$ cat config.mk
export PLATFORM = sky130hd
export DESIGN_NAME = huff_code_walker
export DESIGN_NICKNAME = d
export VERILOG_FILES = /design/src/rtl/hbt_pkg.sv /design/src/rtl/hbt_slot_sel.sv /design/src/rtl/hbt_code_accum.sv /design/src/rtl/hbt_result_bank.sv /design/src/rtl/huff_code_walker.sv
export SDC_FILE = /design/constraint.sdc
export NUM_CORES = 1
export LEC_CHECK = 0
export BUFFER_PORTS_ARGS = -buffer_cell sky130_fd_sc_hd__buf_4
export CAP_MARGIN = 0
export CORE_MARGIN = 3
export CORE_UTILIZATION = 30
export CTS_BUF_LIST = sky130_fd_sc_hd__clkbuf_8
export CTS_CLUSTER_DIAMETER = 150
export CTS_CLUSTER_SIZE = 14
export DETAILED_ROUTE_END_ITERATION = 12
export MAX_ROUTING_LAYER = met4
export PLACE_DENSITY_LB_ADDON = 0.2
export SLEW_MARGIN = 20
export SYNTH_ARGS = -nofsm -noshare
export SYNTH_HDL_FRONTEND = slang
export SYNTH_SLANG_ARGS = --single-unit
$ cat constraint.sdc
create_clock -name clk -period 3.5 [get_ports clk]
set_input_delay 0.7 -clock clk [delete_from_list [all_inputs] [get_ports clk]]
set_output_delay 0.7 -clock clk [all_outputs]
set_load 0.1 [all_outputs]
$ cat src/rtl/hbt_pkg.sv
package hbt_pkg;
  localparam int NODE_W  = 24;
  localparam int ID_W    = 8;
  localparam int SYM_W   = 7;
  localparam int PAR_LSB = 16;
  localparam int BIT_POS = 15;
  localparam int ID_LSB  = 7;
  localparam int SYM_LSB = 0;

  typedef enum logic [2:0] {
    S_IDLE,
    S_LEAF,
    S_UP,
    S_STORE,
    S_DONE
  } hbt_state_e;
endpackage

$ cat src/rtl/hbt_slot_sel.sv
module hbt_slot_sel #(
  parameter int N     = 7,
  parameter int W     = 24,
  parameter int IDX_W = 4
) (
  input  logic [N*W-1:0]   flat,
  input  logic [IDX_W-1:0] idx,
  output logic [W-1:0]     word
);
  logic [W-1:0] slots [N];

  genvar g;
  generate
    for (g = 0; g < N; g++) begin : g_unpack
      assign slots[g] = flat[g*W +: W];
    end
  endgenerate

  always_comb begin
    word = '0;
    for (int i = 0; i < N; i++) begin
      if (idx == IDX_W'(i)) word = slots[i];
    end
  end
endmodule

$ cat src/rtl/hbt_code_accum.sv
module hbt_code_accum #(
  parameter int CODE_W = 4,
  parameter int LEN_W  = 4
) (
  input  logic              clk,
  input  logic              rst,
  input  logic              clr,
  input  logic              push,
  input  logic              push_bit,
  output logic [CODE_W-1:0] code,
  output logic [LEN_W-1:0]  len
);
  always_ff @(posedge clk) begin
    if (rst || clr) begin
      code <= '0;
      len  <= '0;
    end else if (push) begin
      code <= code | (CODE_W'(push_bit) << len);
      len  <= len + LEN_W'(1);
    end
  end

  p_len_cap_r5: assert property (@(posedge clk) disable iff (rst)
    len <= LEN_W'(CODE_W));

  p_no_push_full_r5: assert property (@(posedge clk) disable iff (rst)
    push |-> len < LEN_W'(CODE_W));

  p_upper_bits_zero_r7: assert property (@(posedge clk) disable iff (rst)
    (code >> len) == '0);

  p_append_r2: assert property (@(posedge clk) disable iff (rst)
    (push && !clr) |=> (len == $past(len) + LEN_W'(1)) &&
      (code == ($past(code) | (CODE_W'($past(push_bit)) << $past(len)))));

  p_clear_r7: assert property (@(posedge clk) disable iff (rst)
    clr |=> (code == '0) && (len == '0));
endmodule

$ cat src/rtl/hbt_result_bank.sv
module hbt_result_bank #(
  parameter int SYMS   = 4,
  parameter int CODE_W = 4,
  parameter int LEN_W  = 4,
  parameter int SIDX_W = 3
) (
  input  logic                    clk,
  input  logic                    rst,
  input  logic                    clr_all,
  input  logic                    wr,
  input  logic [SIDX_W-1:0]       wr_idx,
  input  logic [CODE_W-1:0]       wr_code,
  input  logic [LEN_W-1:0]        wr_len,
  output logic [SYMS*CODE_W-1:0]  code_flat,
  output logic [SYMS*LEN_W-1:0]   len_flat
);
  genvar g;
  generate
    for (g = 0; g < SYMS; g++) begin : g_slot
      always_ff @(posedge clk) begin
        if (rst || clr_all) begin
          code_flat[g*CODE_W +: CODE_W] <= '0;
          len_flat[g*LEN_W +: LEN_W]    <= '0;
        end else if (wr && wr_idx == SIDX_W'(g)) begin
          code_flat[g*CODE_W +: CODE_W] <= wr_code;
          len_flat[g*LEN_W +: LEN_W]    <= wr_len;
        end
      end
    end
  endgenerate

  p_wr_in_range_r8: assert property (@(posedge clk) disable iff (rst)
    wr |-> wr_idx < SIDX_W'(SYMS));

  p_wr_len_cap_r5: assert property (@(posedge clk) disable iff (rst)
    wr |-> wr_len <= LEN_W'(CODE_W));

  p_clear_all_r7: assert property (@(posedge clk) disable iff (rst)
    clr_all |=> (code_flat == '0) && (len_flat == '0));
endmodule

$ cat src/rtl/huff_code_walker.sv
module huff_code_walker
  import hbt_pkg::*;
#(
  parameter int NODES  = 7,
  parameter int SYMS   = 4,
  parameter int CODE_W = 4,
  localparam int NIDX_W = $clog2(NODES) + 1,
  localparam int SIDX_W = $clog2(SYMS) + 1,
  localparam int LEN_W  = CODE_W
) (
  input  logic                      clk,
  input  logic                      rst,
  input  logic                      start,
  input  logic [NODES*NODE_W-1:0]   node_tbl,
  input  logic [NIDX_W-1:0]         node_cnt,
  input  logic [SYMS*SYM_W-1:0]     sym_list,
  input  logic [SIDX_W-1:0]         sym_cnt,
  output logic [SYMS*CODE_W-1:0]    code_o,
  output logic [SYMS*LEN_W-1:0]     len_o,
  output logic                      done
);
  hbt_state_e        state;
  logic [NIDX_W-1:0] node_idx;
  logic [SIDX_W-1:0] sym_idx;
  logic [ID_W-1:0]   cur_par;
  logic              cur_bit;
  logic              done_r;

  logic [NODE_W-1:0] rd_word;
  logic [SYM_W-1:0]  want_sym;
  logic [NIDX_W-1:0] eff_ncnt;
  logic [SIDX_W-1:0] eff_scnt;
  logic [CODE_W-1:0] acc_code;
  logic [LEN_W-1:0]  acc_len;
  logic busy, go, in_range, leaf_hit, par_hit, at_root, at_limit;
  logic acc_clr, acc_push, bank_wr, last_sym;

  assign eff_ncnt = (node_cnt > NIDX_W'(NODES)) ? NIDX_W'(NODES) : node_cnt;
  assign eff_scnt = (sym_cnt > SIDX_W'(SYMS)) ? SIDX_W'(SYMS) : sym_cnt;

  hbt_slot_sel #(.N(NODES), .W(NODE_W), .IDX_W(NIDX_W)) u_node_rd (
    .flat(node_tbl), .idx(node_idx), .word(rd_word));

  hbt_slot_sel #(.N(SYMS), .W(SYM_W), .IDX_W(SIDX_W)) u_sym_rd (
    .flat(sym_list), .idx(sym_idx), .word(want_sym));

  assign busy     = (state == S_LEAF) || (state == S_UP) || (state == S_STORE);
  assign go       = start && !busy;
  assign in_range = node_idx < eff_ncnt;
  assign leaf_hit = rd_word[SYM_LSB +: SYM_W] == want_sym;
  assign par_hit  = rd_word[ID_LSB +: ID_W] == cur_par;
  assign at_root  = rd_word[PAR_LSB +: ID_W] == '0;
  assign at_limit = acc_len == LEN_W'(CODE_W - 1);
  assign last_sym = (sym_idx + SIDX_W'(1)) == eff_scnt;

  assign acc_clr  = go || (state == S_STORE);
  assign acc_push = (state == S_UP) && in_range && par_hit;
  assign bank_wr  = (state == S_STORE);

  hbt_code_accum #(.CODE_W(CODE_W), .LEN_W(LEN_W)) u_accum (
    .clk(clk), .rst(rst), .clr(acc_clr), .push(acc_push),
    .push_bit(cur_bit), .code(acc_code), .len(acc_len));

  hbt_result_bank #(.SYMS(SYMS), .CODE_W(CODE_W), .LEN_W(LEN_W),
                    .SIDX_W(SIDX_W)) u_bank (
    .clk(clk), .rst(rst), .clr_all(go), .wr(bank_wr), .wr_idx(sym_idx),
    .wr_code(acc_code), .wr_len(acc_len), .code_flat(code_o), .len_flat(len_o));

  always_ff @(posedge clk) begin
    if (rst) begin
      state    <= S_IDLE;
      node_idx <= '0;
      sym_idx  <= '0;
      cur_par  <= '0;
      cur_bit  <= 1'b0;
      done_r   <= 1'b0;
    end else begin
      case (state)
        S_IDLE, S_DONE: begin
          if (start) begin
            node_idx <= '0;
            sym_idx  <= '0;
            if (eff_scnt == '0) begin
              state  <= S_DONE;
              done_r <= 1'b1;
            end else begin
              state  <= S_LEAF;
              done_r <= 1'b0;
            end
          end
        end
        S_LEAF: begin
          if (!in_range) begin
            state <= S_STORE;
          end else if (leaf_hit) begin
            cur_par  <= rd_word[PAR_LSB +: ID_W];
            cur_bit  <= rd_word[BIT_POS];
            node_idx <= '0;
            state    <= S_UP;
          end else begin
            node_idx <= node_idx + NIDX_W'(1);
          end
        end
        S_UP: begin
          if (!in_range) begin
            state <= S_STORE;
          end else if (par_hit) begin
            if (at_root || at_limit) begin
              state <= S_STORE;
            end else begin
              cur_par  <= rd_word[PAR_LSB +: ID_W];
              cur_bit  <= rd_word[BIT_POS];
              node_idx <= '0;
            end
          end else begin
            node_idx <= node_idx + NIDX_W'(1);
          end
        end
        S_STORE: begin
          node_idx <= '0;
          if (last_sym) begin
            state  <= S_DONE;
            done_r <= 1'b1;
          end else begin
            sym_idx <= sym_idx + SIDX_W'(1);
            state   <= S_LEAF;
          end
        end
        default: state <= S_IDLE;
      endcase
    end
  end

  assign done = done_r;

  p_done_hold_r9: assert property (@(posedge clk) disable iff (rst)
    (done && !start) |=> done && $stable(code_o) && $stable(len_o));

  p_start_drops_done_r9: assert property (@(posedge clk) disable iff (rst)
    (go && eff_scnt != '0) |=> !done);

  p_empty_list_r8: assert property (@(posedge clk) disable iff (rst)
    (go && eff_scnt == '0) |=> done && (code_o == '0) && (len_o == '0));

  p_busy_not_done_r9: assert property (@(posedge clk) disable iff (rst)
    busy |-> !done);
endmodule

# Yosys cells after proc, flatten, opt, wreduce, memory -nomap -nowiden
# Cells that the tools add are included.
[op_classes]
order_cmp = 3
bitwise_logic = 1
eq_ne = 29
reduce_logical = 28
shift = 1
muxes = 48
add_sub_neg = 3
[op_table]
columns = ["operator", "n"]
rows = [
  ["$mux W24", 7],
  ["$mux W8", 5],
  ["$mux W3", 11],
  ["$mux W4", 7],
  ["$mux W7", 4],
  ["$ne A2 B2 Y1 const B", 8],
  ["$pmux W4 S4", 1],
  ["$pmux W8 S2", 1],
  ["$eq A3 B2 Y1 const B", 4],
  ["$eq A4 B2 Y1 const B", 3],
  ["$eq A4 B3 Y1 const B", 3],
  ["$pmux W3 S4", 1],
  ["$logic_not A3 Y1", 3],
  ["$ne A3 B3 Y1 const B", 3],
  ["$add A4 B1 Y4 const B", 2],
  ["$eq A8 B8 Y1", 1],
  ["$logic_not A8 Y1", 1],
  ["$mux W1", 8],
  ["$eq A7 B7 Y1", 1],
  ["$logic_and A1 B1 Y1", 7],
  ["$eq A3 B1 Y1 const B", 2],
  ["$logic_or A1 B1 Y1", 6],
  ["$pmux W3 S2", 1],
  ["$reduce_and A3 Y1", 2],
  ["other kinds (19)", 21],
]
[totals]
elab_cells = 129
output_inout_bits = 33
in_bits = 206
reg_bits = 60

# Logic depth before layout (Yosys ltp)
# Gate-level depths: netlist (run 1).
[logic_depth]
depth_word = 14
depth_mapped = 14
mapped_depth_nobuf = 10

# Hierarchy
# From an unflattened synthesis (run 1), not the netlist that was laid out.
[hier_totals]
cells_unflattened = 579
area_unflattened_um2 = 4998.5
[modules_own_cells]
columns = ["module", "cells_each", "instances", "area_each_um2", "seq_area_each_um2"]
rows = [
  ["hbt_slot_sel (u_node_rd)", 247, 1, 1667.8, 0.0],
  ["hbt_result_bank", 123, 1, 1440.1, 640.6],
  ["huff_code_walker", 151, 1, 1298.7, 400.4],
  ["hbt_code_accum", 32, 1, 360.3, 160.2],
  ["hbt_slot_sel (u_sym_rd)", 26, 1, 231.5, 0.0],
]

# Least setup slack after synthesis (run 1)
# OpenSTA, ideal clock, no wires.
[synth_timing]
path_type = "reg2reg"
from = "register node_idx[0]"
to = "register cur_par[0]"
t_required_ns = 3.379
path_buffers = 4
setup_slack_ns = 0.546
period_less_slack_ns = 2.954
path_stages_with_launch = 14
setup_ns = 0.121
arrival_time_ns = 2.832
path_cell_list = "dfxtp_1 inv_1 ha_1 buf_2 buf_4 buf_2 o311ai_0 o211ai_1 xor2_1 nand4_1 o21ai_1 and4_1 buf_6 mux2_4"
[synth_between]
elab_chain_cells = 12
word_cells_on_any_way = 31
cone_classes = "1 x order compare; 13 x eq/ne; 13 x mux; 4 x reduce/logical"
[synth_rtl]
columns = ["item", "line_no", "rtl"]
rows = [
  ["from (decl)", "huff_code_walker.sv:23", "logic [NIDX_W-1:0] node_idx;"],
  ["from (signal assigned)", "huff_code_walker.sv:101", "node_idx <= node_idx + NIDX_W'(1);"],
  ["from (signal assigned)", "huff_code_walker.sv:116", "node_idx <= node_idx + NIDX_W'(1);"],
  ["$logic_not A4 Y1", "hbt_slot_sel.sv:22", "if (idx == IDX_W'(i)) word = slots[i];"],
  ["$mux W24 (7 in series)", "hbt_slot_sel.sv:22", ""],
  ["$logic_not A8 Y1 / $mux W8 (equally long branches)", "huff_code_walker.sv:52, huff_code_walker.sv:108", ""],
  ["$logic_or A1 B1 Y1 / $mux W8 (equally long branches)", "huff_code_walker.sv:108, huff_code_walker.sv:107", ""],
  ["$ne A2 B2 Y1 (no line) / $mux W8 (equally long branches)", "n/a", ""],
  ["$reduce_and A6 Y1 (no line) / $pmux W8 S2 (equally long branches)", "n/a", ""],
  ["to (signal assigned)", "huff_code_walker.sv:96", "cur_par <= rd_word[PAR_LSB +: ID_W];"],
  ["to (signal assigned)", "huff_code_walker.sv:111", "cur_par <= rd_word[PAR_LSB +: ID_W];"],
  ["to (decl)", "huff_code_walker.sv:25", "logic [ID_W-1:0] cur_par;"],
]
# Parallel ways exist; a longest one is shown, timed or not. The select of a mux whose other input is x is not followed.
# A chain may end at the register's enable or synchronous reset.

# Final worst setup path (run 1)
[layout_timing]
from = "register node_idx[1]"
to = "register cur_par[6]"
# Same word-level chain as after synthesis.

==> results_dict.tcl, run 1 <==
set metrics [dict create \
    status "finished clean" \
    setup_violations 0 \
    wl_per_cell_um 18.0 \
    powerDensity_mw_per_mm2 436 \
    initial_core_util_pct 30.8 \
    netlist_area_mm2 0.00515 \
    hold_viol 0 \
    die_y_um 137 \
    yosysMostFrequentCell "nand2_1" \
    ioPinCount 239 \
    synth_ff_type "dfxtp_1" \
    grt_max_degree 50 \
    layout-drive-gt1-share_pct 33.8 \
    final_core_util_pct 44.8 \
    cts_max_level 3 \
    cts-root-buf "clkbuf_8" \
    synth.top_cell.area_share_pct 23.3 \
    tns_ns 0 \
    drc_errors 0 \
    fillers 1783 \
    cap_violations 0 \
    viasPerCell 5.36 \
    die_x_um 137 \
    num_vias 6287 \
    required_ns 3.71 \
    crit_arrival_ns 3.47 \
    max_stage_delay_ns 0.37 \
    grt_pass1_vias 5952 \
    start_kind "register" \
    instances_no_fill 1173 \
    ys_async_sr_fraction_pct 0 \
    cts_num_sinks 60 \
    rsz0062_at_grt "no" \
    synth.largest_area_cell "dfxtp_1" \
    fmax_ghz 0.306 \
    syn_nets 936 \
    syn_to_final_growth_pct 45.2 \
    netlist_top_cells_area "dfxtp_1, nand2_1, a21oi_1" \
    io_buffer_count 238 \
    synthTopCellsByCount "nand2_1, a21oi_1, dfxtp_1" \
    die_area_mm2 0.0188 \
    ys_seq_area_share_pct 23.3 \
    max-vdd-ir-drop_uv 177 \
    yosys.cell_types.count 73 \
    critPathMaxFanout 23 \
    ys_ff_latch 60 \
    dp_hpwl_mm 16.8 \
    endpoint_kind "register" \
    drv_slew 0 \
    worst-path-buf-inv 2 \
    core_area_mm2 0.0167 \
    tightest_slew_ns 0.642 \
    cts_inserted_buffers 9 \
    relSlewSlack_pct 57.0 \
    cts_buffer_depth 2 \
    critical-path-top-delay-family "simple AND/OR/NAND/NOR gates" \
    fin_nets 1167 \
    regToRegSetupSlack_ns 0.24 \
    routed_wl_mm 21.1 \
    cpMaxStageDelayCell "dfxtp_1" \
    ant_nets 0 \
    critPathKind "register to register" \
    cts_hold_buf 0 \
    gr-total-overflow 0 \
    p_leak_uw 0.00313 \
    dp_cells 1157 \
    crit_chain "inv_1 > ha_2 > buf_4 > nand3b_1 > a221oi_2 > o22ai_1 > xnor2_1 > nand4_1 > o31ai_4 > and4_4 > mux2_4" \
    yosysWarnings 0 \
    avgSynthCellArea_um2 7.18 \
    grt_pass1_wl_mm 31.7 \
    finalCriticalPeriod_ns 3.26 \
    tritoncts "built" \
    num_rows 47 \
    hold_path.class "register to register" \
    fin_skew_ns 0.0138 \
    place.gp.congestion 0.913 \
    synth_edf_count 0 \
    insertion_delay_ns 0.33 \
    firstDrtPassIters 5 \
    fin_crit_sh_pct 93.2 \
    clk_pin_slew_ns 0.07 \
    first_iter_violations 448 \
    antenna_found_initial 0 \
    synth_cells 717 \
    grt_use_total_pct 22.0 \
    diodes 0 \
]
path summary, 6_finish.rpt:
check	startpoint	to	cells past startpoint
max reg2reg	node_idx[1]$_SDFFE_PP0P_	cur_par[6]$_SDFFE_PP0P_	11
min reg2reg	u_bank.len_flat[4]$_SDFFE_PP0P_	u_bank.len_flat[4]$_SDFFE_PP0P_	2
min	u_bank.len_flat[4]$_SDFFE_PP0P_	u_bank.len_flat[4]$_SDFFE_PP0P_	2
max	node_idx[1]$_SDFFE_PP0P_	cur_par[6]$_SDFFE_PP0P_	11
cell type report:
type	instances	area [um^2]	share of cell area, %
clock buffers	12	165	2.21
clock inverters	4	55.1	0.736
inverters	42	158	2.11
multi-input cells	558	3510	47.0
flip-flops and latches	60	1200	16.1
well taps	220	275	3.68
repair buffers	277	2110	28.2
cells in the final DEF, fill, tap and decap left out, types with 15 or more instances in the layout:
cell type,netlist,final
dfxtp_1,60,60
o21ai_0,15,15
nand2b_1,16,16
nand2_1,116,116
nand3_1,30,30
nor2_1,41,41
a21oi_1,83,83
a221oi_1,24,24
buf_4,5,274
inv_1,41,41
o22ai_1,20,20
nand3b_1,26,26
power breakdown:
part           switching [uW]  internal, uW
clock                     289           391
sequential               60.6           747
combinational             948           825
registers in the layout (all words and copies together), names as in the netlist:
signal and count:
u_accum.len 4, u_accum.code 4, u_bank.code_flat 16, u_bank.len_flat 16, state 3, done 1, sym_idx 3, cur_par 8
cur_bit 1, node_idx 4
timing repair:
action                     4_1_cts  5_1_grt
setup endpoints to repair        0        8
buffers inserted                 0        0
gates resized for setup          0        3
per-stage QoR:
stage	power (uW)	setup slack, ns	hold slack (ns)	instance area [um^2]
floorplan	1990	0.546	0.434	5150
global placement	2570	0.230	0.443	7250
detailed placement	2570	0.157	0.448	7250
CTS	3260	0.122	0.458	7470
global route	3490	0.0574	0.476	7480
finish	3260	0.237	0.457	7480
cell families (layout without fill, tap and decap cells):
| kind of cell | count (synthesis) | in the layout | share of synthesized area, % |
|---|---|---|---|
| compound gates | 241 | 241 | 33.0 |
| xor+xnor | 17 | 17 | 2.89 |
| fa+ha+maj | 13 | 13 | 3.16 |
| buf+inv | 99 | 335 | 8.65 |
| flops | 60 | 60 | 23.3 |
| mux | 12 | 12 | 2.70 |
| other cells | 1 | 1 | 0.0728 |
| simple gates | 274 | 274 | 26.2 |
worst reg2reg max path, cell delays in order (launching register included):
cell	delay [ns]
dfxtp_1	0.37
inv_1	0.13
ha_2	0.35
buf_4	0.33
nand3b_1	0.17
a221oi_2	0.24
o22ai_1	0.12
xnor2_1	0.19
nand4_1	0.27
o31ai_4	0.33
and4_4	0.34
mux2_4	0.31
layer usage:
layer | vias up | global-route usage (%) | wire, um
met5 | - | - | 0
met4 | 0 | 4.05 | 374
met3 | 31 | 3.20 | 1120
met2 | 196 | 36.0 | 10100
met1 | 2980 | 29.3 | 9460
li1 | 3080 | - | -
(Power assumes the default switching activity.)
==> run 2, diff against run 1 <==
--- a/config.mk
+++ b/config.mk
@@ -8,7 +8,7 @@
 export BUFFER_PORTS_ARGS = -buffer_cell sky130_fd_sc_hd__buf_4
 export CAP_MARGIN = 0
 export CORE_MARGIN = 3
-export CORE_UTILIZATION = 30
+export CORE_UTILIZATION = 49
 export CTS_BUF_LIST = sky130_fd_sc_hd__clkbuf_8
 export CTS_CLUSTER_DIAMETER = 150
 export CTS_CLUSTER_SIZE = 14
==> run 2 against run 1 <==
Compared with the run above: clock power is 4.1% lower; clock skew is 0.0041 ns lower; fmax is 1.7% lower; combinational power hardly changed; non-clock buffer count is 8 lower; setup slack worse by 0.058 ns; register-to-register slack worse by 0.06 ns.
==> results_dict.tcl, run 2 (synthesis results as in run 1) <==
set metrics [dict create \
    die_x_um 109 \
    fin_nets 1159 \
    io_buffer_count 238 \
    dpl_worst_slack_ns 0.0352 \
    fmax_ghz 0.301 \
    wl_per_cell_um 19.8 \
    tritoncts "built" \
    relSlewSlack_pct 28.8 \
    initial_core_util_pct 51.5 \
    syn_to_final_growth_pct 41.9 \
    viasPerCell 6.16 \
    clk_pin_slew_ns 0.07 \
    powerDensity_mw_per_mm2 442 \
    fin_crit_sh_pct 94.9 \
    dp_hpwl_mm 17.2 \
    timing.final.ws_setup_ns 0.179 \
    routed_wl_mm 21.4 \
    cap_violations 0 \
    place.gp.congestion 1.02 \
    fillers 820 \
    cts-root-buf "clkbuf_8" \
    drv_slew 0 \
    gr-total-overflow 0 \
    required_ns 3.74 \
    hold_path.class "register to register" \
    endpoint_kind "register" \
    rsz0062_at_grt "no" \
    critPathMaxFanout 10 \
    fin_skew_ns 0.00967 \
    layout-drive-gt1-share_pct 33.1 \
    crit_arrival_ns 3.56 \
    first_iter_violations 606 \
    p_leak_uw 0.00310 \
    totalPowerFinal_uw 3230 \
    cpMaxStageDelayCell "or3_1" \
    max_stage_delay_ns 0.50 \
    antenna_found_initial 0 \
    grt_use_total_pct 36.0 \
    num_rows 36 \
    start_kind "register" \
    core_area_mm2 0.0100 \
    cts_max_level 3 \
    tightest_slew_ns 1.07 \
    drc_errors 0 \
    status "finished clean" \
    tns_ns 0 \
    top_regs "u_bank.code_flat (16), u_bank.len_flat (16), cur_par (8)" \
    finalCriticalPeriod_ns 3.32 \
    diodes 0 \
    die_area_mm2 0.0118 \
    cts_buffer_depth 2 \
    critPathKind "register to register" \
    firstDrtPassIters 6 \
    multi_input_area_mm2 0.00353 \
    cts_inserted_buffers 9 \
    max-vdd-ir-drop_uv 323 \
    final_common_cell "buf_4" \
    setup_violations 0 \
    grt_pass1_wl_mm 32.4 \
    num_vias 6642 \
    hold_viol 0 \
    ant_nets 0 \
    final_cell_mix "buf_4, nand2_1, a21oi_1, dfxtp_1" \
    grt_max_degree 52 \
    crit_chain "ha_1 > or3_1 > buf_4 > a221oi_2 > o22ai_1 > xnor2_1 > nand4_1 > o31ai_4 > and4_4 > mux2_4" \
    grt_pass1_vias 6546 \
    ioPinCount 239 \
    die_y_um 109 \
    cts_num_sinks 60 \
    insertion_delay_ns 0.35 \
    regArea_mm2 0.00120 \
]
run 2: cell types whose count changed in the layout (fill, tap and decap cells not counted):
cell        previous run  this run
clkinv_2               0         1
clkbuf_8              12        10
ha_4                   0         2
clkinvlp_4             1         0
buf_6                  1         0
clkinv_4               1         2
ha_1                  10        11
inv_6                  1         2
ha_2                   3         0
buf_4                274       267
run 2: layout make-up:
class / count / share of cell area (%)
clock buffers: 10 / 1.88
clock inverters: 6 / 0.959
inverters: 42 / 2.16
multi-input cells: 558 / 48.3
flip-flops and latches: 60 / 16.4
well taps: 133 / 2.28
repair buffers: 269 / 28.0
run 2: metal layers:
metal	wire [um]	part of all wire (%)	global-route usage (%)
met1	8280	39	41.8
met2	10200	48	59.8
met3	1960	9.2	7.58
met4	926	4.3	15.9
met5	0	0	-
run 2: critical path, delay by kind of cell (launching register included):
kind / cells / cell delay, ns
AOI/OAI and AO/OA: 3 / 0.64
xor gates and xnor gates: 1 / 0.26
adders and majority gates: 1 / 0.24
buffers and inverters: 1 / 0.27
DFF: 1 / 0.38
muxes: 1 / 0.31
and+or+nand+nor: 3 / 1.11
run 2: worst paths after layout:
kind                                    from                         endpoint  slack [ns]  cells past startpoint
max                 node_idx[0]$_SDFFE_PP0P_          cur_par[7]$_SDFFE_PP0P_        0.18                     10
min          u_bank.len_flat[0]$_SDFFE_PP0P_  u_bank.len_flat[0]$_SDFFE_PP0P_        0.46                      2
max reg2reg         node_idx[0]$_SDFFE_PP0P_          cur_par[7]$_SDFFE_PP0P_        0.18                     10
min reg2reg  u_bank.len_flat[0]$_SDFFE_PP0P_  u_bank.len_flat[0]$_SDFFE_PP0P_        0.46                      2
run 2: report_power, final:
part | internal (uW) | switching (uW) | leakage [uW]
combinational | 808 | 955 | 0.00251
sequential | 747 | 69.8 | 0.000485
clock | 354 | 298 | 0.000107
total | 1910 | 1320 | 0.00310
run 2: through the flow:
step | hold slack (ns) | cells | area [um^2] | util, %
floorplan | 0.434 | 717 | 5150 | -
global placement | 0.446 | 1061 | 7070 | 70.7
detailed placement | 0.448 | 1061 | 7070 | 70.7
CTS | 0.458 | 1077 | 7280 | 72.8
global route | 0.483 | 1078 | 7310 | 73.1
finish | 0.457 | 1078 | 7310 | 73.1
run 2: repair_timing:
action | 4_1_cts | 5_1_grt
hold buffers | 0 | 0
endpoints found under the setup margin | 0 | 13
buffers inserted | 0 | 1
gates resized for setup | 0 | 4
